## config.mk

```make
export PLATFORM = sky130hd
export DESIGN_NAME = adc_seq_ctrl
export DESIGN_NICKNAME = d
export VERILOG_FILES = /design/src/rtl/adc_seq_pkg.sv /design/src/rtl/adc_seq_chmux.sv /design/src/rtl/adc_seq_timer.sv /design/src/rtl/adc_seq_regs.sv /design/src/rtl/adc_seq_ctrl.sv
export SDC_FILE = /design/constraint.sdc
export NUM_CORES = 1
export LEC_CHECK = 0
export BUFFER_PORTS_ARGS = -buffer_cell sky130_fd_sc_hd__buf_2
export CAP_MARGIN = 5
export CORE_ASPECT_RATIO = 0.75
export CORE_MARGIN = 3
export CORE_UTILIZATION = 45
export DETAILED_ROUTE_END_ITERATION = 7
export HOLD_SLACK_MARGIN = 0.08
export PLACE_DENSITY_LB_ADDON = 0.15
export SLEW_MARGIN = 20
export SYNTH_ARGS = -nofsm -noshare
export SYNTH_HDL_FRONTEND = slang
export SYNTH_SLANG_ARGS = --single-unit
```

## constraint.sdc

```tcl
create_clock -name clk -period 2.8 [get_ports clk]
set_clock_uncertainty 0.2 [all_clocks]
set_input_delay 0.56 -clock clk [delete_from_list [all_inputs] [get_ports clk]]
set_output_delay 0.56 -clock clk [all_outputs]
set_load 0.005 [all_outputs]
```

## src/rtl/adc_seq_pkg.sv

```systemverilog
package adc_seq_pkg;

    localparam int BUS_W = 8;
    localparam int NCH   = 8;
    localparam int CH_W  = $clog2(NCH);

    localparam int FLAG_BIT = 7;
    localparam int CSEL_BIT = 6;
    localparam int PWR_BIT  = 5;

    typedef enum logic [1:0] {
        ST_OFF,
        ST_SETTLE,
        ST_CONV
    } seq_state_e;

    typedef struct packed {
        logic            ready;
        logic            csel;
        logic            pwr;
        logic [CH_W-1:0] sel;
    } ctrl_t;

    function automatic logic [BUS_W-1:0] ctrl_to_byte(input ctrl_t c);
        logic [BUS_W-1:0] b;
        b           = '0;
        b[FLAG_BIT] = c.ready;
        b[CSEL_BIT] = c.csel;
        b[PWR_BIT]  = c.pwr;
        b[CH_W-1:0] = c.sel;
        return b;
    endfunction

endpackage

```

## src/rtl/adc_seq_chmux.sv

```systemverilog
module adc_seq_chmux
    import adc_seq_pkg::*;
#(
    parameter int SLOTS = NCH,
    parameter int DW    = BUS_W
) (
    input  logic [SLOTS*DW-1:0]       samp_flat,
    input  logic [$clog2(SLOTS)-1:0]  pick,
    output logic [DW-1:0]             picked
);

    logic [DW-1:0] slot [SLOTS];

    for (genvar i = 0; i < SLOTS; i++) begin : g_slot
        assign slot[i] = samp_flat[i*DW +: DW];
    end

    assign picked = slot[pick];

endmodule

```

## src/rtl/adc_seq_timer.sv

```systemverilog
module adc_seq_timer
    import adc_seq_pkg::*;
#(
    parameter int SETTLE_TICKS = 8,
    parameter int CONV_TICKS   = 32
) (
    input  logic            clk,
    input  logic            rst,
    input  logic            pwr_i,
    input  logic            csel_i,
    input  logic            rc_tick_i,
    input  logic            restart_i,
    input  logic [CH_W-1:0] restart_sel_i,
    input  logic [CH_W-1:0] cur_sel_i,
    output logic            done_o,
    output logic [CH_W-1:0] conv_sel_o
);

    localparam int SPAN = (SETTLE_TICKS > CONV_TICKS) ? SETTLE_TICKS : CONV_TICKS;
    localparam int CW   = $clog2(SPAN + 1);
    localparam logic [CW-1:0] LAST_TICK  = CW'(CONV_TICKS - 1);
    localparam logic [CW-1:0] SETTLE_TOP = CW'(SETTLE_TICKS - 1);

    seq_state_e      state_q;
    logic [CW-1:0]   cnt_q;
    logic            tick;

    assign tick   = csel_i ? rc_tick_i : 1'b1;
    assign done_o = (state_q == ST_CONV) && pwr_i && tick && (cnt_q == LAST_TICK);

    always_ff @(posedge clk) begin
        if (rst) begin
            state_q    <= ST_OFF;
            cnt_q      <= '0;
            conv_sel_o <= '0;
        end else if (!pwr_i) begin
            state_q <= ST_OFF;
            cnt_q   <= '0;
        end else begin
            unique case (state_q)
                ST_OFF: begin
                    state_q <= ST_SETTLE;
                    cnt_q   <= SETTLE_TOP;
                end
                ST_SETTLE: begin
                    if (cnt_q == '0) begin
                        state_q    <= ST_CONV;
                        conv_sel_o <= cur_sel_i;
                    end else begin
                        cnt_q <= cnt_q - 1'b1;
                    end
                end
                ST_CONV: begin
                    if (restart_i) begin
                        cnt_q      <= '0;
                        conv_sel_o <= restart_sel_i;
                    end else if (tick) begin
                        if (cnt_q == LAST_TICK) begin
                            cnt_q      <= '0;
                            conv_sel_o <= cur_sel_i;
                        end else begin
                            cnt_q <= cnt_q + 1'b1;
                        end
                    end
                end
                default: state_q <= ST_OFF;
            endcase
        end
    end

    AST_OFF_GOES_IDLE: assert property (@(posedge clk) disable iff (rst)
        !pwr_i |=> state_q == ST_OFF);

    AST_SETTLE_FIRST: assert property (@(posedge clk) disable iff (rst)
        state_q == ST_OFF |=> state_q != ST_CONV);

    AST_CNT_IN_WINDOW: assert property (@(posedge clk) disable iff (rst)
        state_q == ST_CONV |-> cnt_q <= LAST_TICK);

endmodule

```

## src/rtl/adc_seq_regs.sv

```systemverilog
module adc_seq_regs
    import adc_seq_pkg::*;
#(
    parameter int                ADDR_W    = 8,
    parameter logic [ADDR_W-1:0] CTRL_ADDR = 8'h0E,
    parameter logic [ADDR_W-1:0] DATA_ADDR = 8'h0F
) (
    input  logic              clk,
    input  logic              rst,
    input  logic [ADDR_W-1:0] bus_addr,
    input  logic              bus_wr,
    input  logic              bus_rd,
    input  logic [BUS_W-1:0]  bus_wdata,
    output logic [BUS_W-1:0]  bus_rdata,
    input  logic              done_i,
    input  logic [BUS_W-1:0]  sample_i,
    output logic              pwr_o,
    output logic              csel_o,
    output logic [CH_W-1:0]   sel_o,
    output logic              restart_o,
    output logic [CH_W-1:0]   restart_sel_o
);

    ctrl_t             ctrl_q;
    logic [BUS_W-1:0]  result_q;
    logic              ctrl_wr;
    logic              result_rd;
    logic              unused_wbits;

    assign ctrl_wr       = bus_wr && (bus_addr == CTRL_ADDR);
    assign result_rd     = bus_rd && (bus_addr == DATA_ADDR);
    assign restart_o     = ctrl_wr || (result_rd && ctrl_q.ready);
    assign restart_sel_o = ctrl_wr ? bus_wdata[CH_W-1:0] : ctrl_q.sel;
    assign unused_wbits  = ^{bus_wdata[FLAG_BIT], bus_wdata[PWR_BIT-1:CH_W]};

    assign pwr_o  = ctrl_q.pwr;
    assign csel_o = ctrl_q.csel;
    assign sel_o  = ctrl_q.sel;

    always_comb begin
        bus_rdata = '0;
        if (bus_addr == CTRL_ADDR) begin
            bus_rdata = ctrl_to_byte(ctrl_q);
        end else if (bus_addr == DATA_ADDR) begin
            bus_rdata = result_q;
        end
    end

    always_ff @(posedge clk) begin
        if (rst) begin
            ctrl_q   <= '0;
            result_q <= '0;
        end else begin
            if (ctrl_wr) begin
                ctrl_q.csel <= bus_wdata[CSEL_BIT];
                ctrl_q.pwr  <= bus_wdata[PWR_BIT];
                ctrl_q.sel  <= bus_wdata[CH_W-1:0];
            end
            if (done_i) begin
                ctrl_q.ready <= 1'b1;
                result_q     <= sample_i;
            end else if (ctrl_wr || result_rd) begin
                ctrl_q.ready <= 1'b0;
            end
        end
    end

    AST_DONE_SETS_FLAG: assert property (@(posedge clk) disable iff (rst)
        done_i |=> ctrl_q.ready);

    AST_WRITE_CLEARS_FLAG: assert property (@(posedge clk) disable iff (rst)
        (ctrl_wr && !done_i) |=> !ctrl_q.ready);

    AST_RESULT_HOLDS: assert property (@(posedge clk) disable iff (rst)
        !done_i |=> $stable(result_q));

endmodule

```

## src/rtl/adc_seq_ctrl.sv

```systemverilog
module adc_seq_ctrl
    import adc_seq_pkg::*;
#(
    parameter int                ADDR_W       = 8,
    parameter logic [ADDR_W-1:0] CTRL_ADDR    = 8'h0E,
    parameter logic [ADDR_W-1:0] DATA_ADDR    = 8'h0F,
    parameter int                SETTLE_TICKS = 8,
    parameter int                CONV_TICKS   = 32
) (
    input  logic                  clk,
    input  logic                  rst,
    input  logic [ADDR_W-1:0]     bus_addr,
    input  logic                  bus_wr,
    input  logic                  bus_rd,
    input  logic [BUS_W-1:0]      bus_wdata,
    output logic [BUS_W-1:0]      bus_rdata,
    input  logic                  rc_tick,
    input  logic [NCH*BUS_W-1:0]  samp_data,
    output logic                  pump_en,
    output logic                  rc_osc_en
);

    logic            pwr;
    logic            csel;
    logic [CH_W-1:0] sel;
    logic            restart;
    logic [CH_W-1:0] restart_sel;
    logic            done;
    logic [CH_W-1:0] conv_sel;
    logic [BUS_W-1:0] sample;

    adc_seq_regs #(
        .ADDR_W    (ADDR_W),
        .CTRL_ADDR (CTRL_ADDR),
        .DATA_ADDR (DATA_ADDR)
    ) u_regs (
        .clk           (clk),
        .rst           (rst),
        .bus_addr      (bus_addr),
        .bus_wr        (bus_wr),
        .bus_rd        (bus_rd),
        .bus_wdata     (bus_wdata),
        .bus_rdata     (bus_rdata),
        .done_i        (done),
        .sample_i      (sample),
        .pwr_o         (pwr),
        .csel_o        (csel),
        .sel_o         (sel),
        .restart_o     (restart),
        .restart_sel_o (restart_sel)
    );

    adc_seq_timer #(
        .SETTLE_TICKS (SETTLE_TICKS),
        .CONV_TICKS   (CONV_TICKS)
    ) u_timer (
        .clk           (clk),
        .rst           (rst),
        .pwr_i         (pwr),
        .csel_i        (csel),
        .rc_tick_i     (rc_tick),
        .restart_i     (restart),
        .restart_sel_i (restart_sel),
        .cur_sel_i     (sel),
        .done_o        (done),
        .conv_sel_o    (conv_sel)
    );

    adc_seq_chmux #(
        .SLOTS (NCH),
        .DW    (BUS_W)
    ) u_mux (
        .samp_flat (samp_data),
        .pick      (conv_sel),
        .picked    (sample)
    );

    assign pump_en   = pwr;
    assign rc_osc_en = pwr && csel;

    AST_OSC_NEEDS_PUMP: assert property (@(posedge clk) disable iff (rst)
        rc_osc_en |-> pump_en);

endmodule

```

After elaboration in Yosys (flattened, before gate mapping) --
Cells that the tools add are included.
Word-level totals: register bits 25, input port bits 85, output and inout bits 10, word-level logic and storage cells 62
Cells by class: $add $sub $neg 2, magnitude comparators 1, equality and inequality tests 9, muxes and demuxes 21, bitwise operators 3, reductions and logical operators 18
Operators with widths (number):
- 2-to-1 mux 8 bit | 4
- binary-select mux 8 bit (select 3 bit) | 1
- 2-to-1 mux 6 bit | 4
- one-hot mux 6 bit (3 select lines) | 1
- equality test 8 x 4 -> 1 bit (second input constant) | 2
- 2-to-1 mux 3 bit | 5
- logical AND 1 bit | 7
- adder 6 x 1 -> 6 bit (second input constant) | 1
- equality test 6 x 5 -> 1 bit (second input constant) | 1
- zero test 6 bit | 1
- one-hot mux 2 bit (3 select lines) | 1
- one-hot mux 3 bit (2 select lines) | 1
- subtractor 6 x 1 -> 6 bit (second input constant) | 1
- AND reduction 5 bit | 1
- >= comparator 4 bit (second input constant) | 1
- NOT 3 -> 4 bit | 1
- nonzero test 2 bit | 2
- 2-to-1 mux 1 bit | 3
- inequality test 3 x 2 -> 1 bit (second input constant) | 1
- inequality test 3 bit (second input constant) | 1
- AND reduction 3 bit | 1
- nonzero test 3 bit | 1
- equality test 2 x 1 -> 1 bit (second input constant) | 1
- equality test 2 bit (second input constant) | 1
- other kinds (8) | 10

Depth between registers and ports, before layout --
Gate-level depths: netlist of run 1.
depth after elaboration 6, mapped depth 8, mapped depth without buffers 7

Hierarchy --
From an unflattened synthesis of run 1, not the netlist that was laid out.
Unflattened totals: cells, all modules 222, area total of the unflattened synthesis 2250.9 µm²
By module, submodules not included:
- adc_seq_timer | instances 1, cells each 110, area each 929.6 µm²
- adc_seq_regs | instances 1, cells each 82, area each 764.5 µm²
- adc_seq_chmux | instances 1, cells each 29, area each 550.5 µm²
- adc_seq_ctrl | instances 1, cells each 1, area each 6.3 µm²

Worst setup path before layout of run 1 --
Ideal clock, no wire load.
kind in2out, from in bus_addr[5], to out bus_rdata[3], data arrival time 1.786 ns, data required time 2.040 ns, path slack 0.254 ns, stages on the path 5, buffers on the path 1, path through or4_4 -> or2_2 -> clkbuf_1 -> inv_1 -> and3_1
On the way: word-level cells in the longest chain between the ends 3
Ends and longest elaborated chain:
- start, declared | RTL line adc_seq_ctrl.sv:12 | input logic [ADDR_W-1:0] bus_addr,
- equality test 8 x 4 -> 1 bit | RTL line adc_seq_regs.sv:44 | end else if (bus_addr == DATA_ADDR) begin
- 2-to-1 mux 8 bit | RTL line adc_seq_regs.sv:44
- 2-to-1 mux 8 bit (*) | RTL line adc_seq_regs.sv:42 | if (bus_addr == CTRL_ADDR) begin
- end, declared | RTL line adc_seq_ctrl.sv:16 | output logic [BUS_W-1:0] bus_rdata,
Every way passes the cells marked *; elsewhere a longest branch is shown, timed or not.

Final worst setup path of run 1 --
Same ends and word-level chain as after synthesis.

==> impl_metrics.ini, run 1 <==
[logic_synthesis]
synth_top_area_frac = 0.256
synth_nets = 298
synth_area_um2 = 1960
yosysTopAreaCell = dfxtp_1
synth.area.top_cells = dfxtp_1 26%, mux4_2 18%, mux2i_1 10%
ys_ff_latch = 25
synth_cells = 206
synthArstFlopShare = 0
synth_seq_area_share = 0.256
synth_most_common_cell = nor2_1
synthTopCellsByCount = 29 x nor2_1, 25 x dfxtp_1, 20 x mux2i_1
ys_warn_count = 0
synth-edff-count = 0
ys_types = 45
synth_area_per_cell_um2 = 9.51
synth-main-ff-cell = dfxtp_1

[grt]
gr-total-overflow = 0
antenna_found_initial = 0
grt_max_degree = 20
track_usage = 0.201
grt_pass1_vias = 1820
grt_pass1_wl_um = 8250

[setup_path]
crit_buf_inv = 3
ff2ff_path_depth = 6
critPathKind = primary input to output pin
cp_data_arrival_time_ns = 1.92
end_kind = output pin
worstPathMaxFanout = 8
cp_slowest_stage_delay_ns = 0.55
crit_family = simple AND/OR/NAND/NOR gates
cp-start-kind = primary input
startpoint = bus_addr[5]
cpMaxStageDelayCell = or4_4
r2r_start = u_timer.cnt_q[0]
worst_r2r_endpoint = u_timer.conv_sel_o[0]
r2r_slack_ns = 0.23
critPathMostFrequentCell = buf_2
worstPathRequired_ns = 2.04
crit_chain = buf_2, or4_4, or2_2, inv_1, and3_1, buf_2

[timing]
setup_viol = 0
relSlewSlack = 0.538
fin_setup_tns_ns = 0
hold_viol = 0
min_period_over_period = 0.959
drv_slew = 0
rsz0062_at_grt = false
setup_slack_ns = 0.115
min_period_ns = 2.68
fmax_mhz = 372
max_slew.worst_pin.slew_ns = 0.692
hold_ws_ns = 0.297

[route]
num_vias = 1940
dr.first_iter.drc_count = 222
wl_per_cell_um = 14.6
ant_nets = 0
vias_per_cell = 5.57
first_pass_iters = 4
wl_um = 5090
drc = 0

[clock_network]
cts_max_level = 1
ctsResizeCount = 0
hold_buffers = 0
cts.path.max_buffers = 2
post-cts-setup-buffer-count = 0
cts_buffers = 3
clk_latency_ns = 0.27
root_buffer = clkbuf_8
cts_sinks = 25
path_clk_slew_ns = 0.09
cts_tree = built

[floorplan]
rows = 20
die_area_um2 = 5190
dieHeight_um = 63.1
die_w_um = 82.2
pin_count = 95
start_util = 0.474
core_um2 = 4130

[finish]
insertedDiodeCount = 0
design_area_um2 = 2510
drive_gt1_frac = 0.437
layout.nets = 386
areaGrowthSynthToFinish_pct = 28.1

[placement]
dpl.hpwl_um = 4090
place_ws_ns = 0.0690
placed_area_um2 = 2460
gp_congestion = 0.885
io_buffers = 91

[power_and_ir_drop]
power_mw = 0.660
peakVddDrop_mv = 0.156
power_density_nw_per_um2 = 263
power_leakage_nw = 1.00

[flow_run]
cap_violations = 0

[worst_hold_path]
worstHoldStart = u_regs.ctrl_q[5]
hp-class = flip-flop to flip-flop
holdPathStages = 2
holdPathEnd = u_regs.ctrl_q[5]

[run_status]
status = complete, no violations
power breakdown:
group	switching, mW	total [mW]	internal (mW)
Combinational	0.0296	0.0898	0.0602
Sequential	0.000166	0.355	0.355
Clock	0.113	0.215	0.102
how the worst max path moves through the flow:
stage,end,cells past startpoint
after floorplan,bus_rdata[3],5
after global placement,bus_rdata[4],6
after detailed placement,u_timer.conv_sel_o[0],6
after CTS,bus_rdata[3],6
after global routing,u_timer.conv_sel_o[0],6
final,bus_rdata[3],6
registers in the layout (all words and copies together) (netlist names):
name / flops
u_regs.result_q: 8
u_timer.conv_sel_o: 3
u_timer.state_q: 2
u_timer.cnt_q: 6
u_regs.pwr_o: 1
u_regs.sel_o: 3
u_regs.csel_o: 1
u_regs.ctrl_q: 1
through the flow:
step / cells / utilization
6_report: 348 / 0.607
5_1_grt: 348 / 0.607
4_1_cts: 348 / 0.607
3_5_place_dp: 344 / 0.596
3_3_place_gp: 344 / 0.596
2_1_floorplan: 206 / -
worst register-to-register path: stages (launching register included):
cell and delay, ns:
dfxtp_1 0.46, ha_1 0.26, nand3_1 0.17, or4_4 0.56
a311oi_4 0.38, nor2_1 0.08, a311oi_1 0.34
area by class of cell:
class	count	area, um2
fillers	390	1620
multi-input cells	160	1370
clock buffers	4	45.0
well taps	55	68.8
inverters	8	30.0
repair buffers	96	493
flip-flops and latches	25	500
routing by layer:
layer | track usage | up-vias | share of wire
met5 | 0 | - | 0
met2 | 0.292 | 96 | 0.42
li1 | - | 966 | -
met3 | 0.0443 | 4 | 0.10
met1 | 0.311 | 874 | 0.47
met4 | 0.0249 | 0 | 0.0045
kinds of logic after synthesis:
group,after synthesis,share of synthesized area
AO/OA/AOI/OAI,41,0.175
XOR/XNOR,2,0.00895
adder cells (fa/ha/maj),7,0.0447
buffers and inverters,21,0.0447
flip-flops,25,0.256
multiplexers,36,0.286
AND/OR/NAND/NOR,74,0.185
placed cells by master (no fill, tap or decap), drive strengths merged:
cell | netlist | layout
mux4 | 16 | 16
or2 | 1 | 1
o21ai | 3 | 3
a21oi | 4 | 4
a21o | 1 | 1
nand2b | 3 | 3
a41o | 1 | 1
o31ai | 1 | 1
a31o | 1 | 1
dfxtp | 25 | 25
clkbuf | 6 | 4
nor2b | 2 | 2
and4 | 1 | 1
and3 | 3 | 3
a32oi | 1 | 1
o32ai | 2 | 2
a311oi | 5 | 5
or3 | 1 | 1
buf | 7 | 96
a211o | 1 | 1
nand3 | 11 | 11
inv | 8 | 8
nand2 | 14 | 14
a41oi | 1 | 1
o32a | 2 | 2
a211oi | 9 | 9
xnor2 | 2 | 2
o221a | 3 | 3
nor3 | 2 | 2
mux2i | 20 | 20
nor2 | 30 | 30
nand3b | 1 | 1
and2 | 2 | 2
o22ai | 1 | 1
a31oi | 4 | 4
ha | 7 | 7
a21boi | 1 | 1
or4 | 3 | 3
(Power assumes the default switching activity.)
==> run 2: changes to the inputs <==
- ABC_AREA: unset -> 1
==> run 2 against run 1 <==
Against the previous run:
- first-iteration DRC count decreased by 37%
- design area increased by 7.5%
- synthesized cell count increased by 57%
- die area increased by 11%
- clock power about the same
- critical path type unchanged
- largest power group unchanged
==> impl_metrics.ini, run 2 <==
[route]
vias_per_cell = 5.33
wl_per_cell_um = 12.8
first_pass_iters = 4
wl_um = 5940
dr.first_iter.drc_count = 139
drc = 0
num_vias = 2469
ant_nets = 0

[logic_synthesis]
ys_warn_count = 0
synth.area.top_cells = dfxtp_1 23%, nor2_1 10%, o21ai_0 10%
synth-edff-count = 0
synthArstFlopShare = 0
yosysTopAreaCell = dfxtp_1
synth_top_area_frac = 0.229
ys_ff_latch = 25
synth_most_common_cell = nor2_1
synth_seq_area_share = 0.229
synth_nets = 415
synth-main-ff-cell = dfxtp_1
synthTopCellsByCount = 61 x nor2_1, 45 x o21ai_0, 44 x nand2_1
synth_area_per_cell_um2 = 6.76
ys_types = 37
synth_area_um2 = 2180
synth_cells = 323

[clock_network]
cts_buffers = 3
root_buffer = clkbuf_8
cts.path.max_buffers = 2
cts_max_level = 1
ctsResizeCount = 0
cts_sinks = 25
clk_latency_ns = 0.27
post-cts-setup-buffer-count = 0
cts_tree = built
path_clk_slew_ns = 0.09
hold_buffers = 0

[floorplan]
rows = 21
core_um2 = 4570
die_w_um = 86.4
die_area_um2 = 5730
dieHeight_um = 66.3
start_util = 0.478
pin_count = 95

[finish]
multi_input_area_um2 = 1470
largest_reg_flops = 8
top_register = u_regs.result_q
final_common_cell = buf_2
final_cell_mix = 91 x buf_2, 61 x nor2_1, 45 x o21ai_0
insertedDiodeCount = 0
layout.nets = 499
areaGrowthSynthToFinish_pct = 23.4
reg_top3 = u_regs.result_q (8), u_timer.cnt_q (6)
fillers = 466
drive_gt1_frac = 0.345
register_area_um2 = 500

[setup_path]
cp_data_arrival_time_ns = 1.57
cpMaxStageDelayCell = inv_1
worstPathMaxFanout = 8
startpoint = bus_addr[4]
critPathMostFrequentCell = buf_2
worstPathRequired_ns = 2.04
cp-start-kind = primary input
r2r_slack_ns = 0.82
endpoint = bus_rdata[1]
crit_chain = buf_2, inv_2, nand2_4, nor2_8, nand2_1, inv_1, a32o_1, buf_2
cp_slowest_stage_delay_ns = 0.19
worst_r2r_endpoint = u_timer.cnt_q[3]
crit_buf_inv = 4
path_depth = 8
crit_family = buffers and inverters
ff2ff_path_depth = 10
end_kind = output pin
critPathKind = primary input to output pin
r2r_start = u_timer.cnt_q[0]

[power_and_ir_drop]
power_leakage_nw = 1.22
power_mw = 0.659
peakVddDrop_mv = 0.227
power_density_nw_per_um2 = 244

[worst_hold_path]
hp-class = flip-flop to flip-flop

[timing]
rsz0062_at_grt = false
hold_viol = 0
setup_viol = 0
relSlewSlack = 0.631
min_period_ns = 2.33
fin_setup_tns_ns = 0
min_period_over_period = 0.831
max_slew.worst_pin.slew_ns = 0.553
drv_slew = 0
fmax_mhz = 430

[placement]
gp_congestion = 0.893
dpl.hpwl_um = 4880
io_buffers = 91

[run_status]
status = complete, no violations

[grt]
antenna_found_initial = 0
grt_pass1_vias = 2089
grt_pass1_wl_um = 9570
track_usage = 0.206
grt_max_degree = 34
gr-total-overflow = 0

[flow_run]
cap_violations = 0
## run 2: cell types whose count changed after synthesis, moves of 10 or more
| cell | before | now |
|---|---|---|
| mux2i_1 | 20 | 0 |
| o21ai_0 | 3 | 45 |
| nor2_1 | 29 | 61 |
| inv_1 | 8 | 22 |
| mux4_2 | 16 | 0 |
| nand2_1 | 14 | 44 |
| inv_2 | 0 | 10 |
| a21oi_1 | 4 | 15 |
## run 2: metal layers
| layer | global-route usage | share of wire | wire length [um] |
|---|---|---|---|
| met3 | 0.0374 | 0.069 | 407 |
| met4 | 0.0136 | 0 | 0 |
| met1 | 0.317 | 0.50 | 2970 |
| met2 | 0.306 | 0.43 | 2560 |
| met5 | 0 | 0 | 0 |
## run 2: cells by family after synthesis
logic type | synth area share
and+or+nand+nor | 0.340
AOI/OAI and AO/OA | 0.286
buffers and inverters | 0.0969
DFF | 0.229
adders and majority gates | 0.0401
xor gates and xnor gates | 0.00802
## run 2: worst min path at each step
| stage | endpoint | start | depth (start not counted) | slack (ns) |
|---|---|---|---|---|
| after floorplan | u_regs.result_q[3] | u_regs.result_q[3] | 2 | 0.24 |
| after global placement | u_regs.result_q[7] | u_regs.result_q[7] | 2 | 0.26 |
| after detailed placement | u_regs.result_q[4] | u_regs.result_q[4] | 2 | 0.26 |
| after CTS | u_regs.result_q[4] | u_regs.result_q[4] | 2 | 0.27 |
| after global routing | u_regs.result_q[4] | u_regs.result_q[4] | 2 | 0.29 |
| final | u_regs.result_q[4] | u_regs.result_q[4] | 2 | 0.27 |
## run 2: through the flow
| stage | std cells | setup slack, ns | instance area, um2 | hold slack (ns) | utilization |
|---|---|---|---|---|---|
| finish | 463 | 0.474 | 2700 | 0.272 | 0.589 |
| global route | 463 | 0.351 | 2700 | 0.295 | 0.589 |
| detailed placement | 459 | 0.483 | 2650 | 0.258 | 0.579 |
| CTS | 463 | 0.477 | 2700 | 0.271 | 0.589 |
| floorplan | 323 | 0.817 | 2180 | 0.239 | - |
| global placement | 459 | 0.485 | 2650 | 0.256 | 0.579 |
## run 2: area by class of cell
cell class | count | share of cell area
multi-input cells | 251 | 0.546
flip-flops and latches | 25 | 0.186
repair buffers | 92 | 0.172
inverters | 34 | 0.0529
well taps | 57 | 0.0265
clock buffers | 3 | 0.0153
clock inverters | 1 | 0.00186
## run 2: worst register-to-register path, delay by kind of cell, from the launching register on
kind | cells | cell delay (ns)
fa+ha+maj | 1 | 0.21
simple gates | 7 | 0.71
buf+inv | 2 | 0.22
flops | 1 | 0.53
## run 2: power breakdown
group / total, mW / internal, mW / switching (mW)
Combinational: 0.0857 / 0.0484 / 0.0373
Sequential: 0.356 / 0.355 / 0.000292
Clock: 0.217 / 0.0996 / 0.118
Total: 0.659 / 0.503 / 0.155
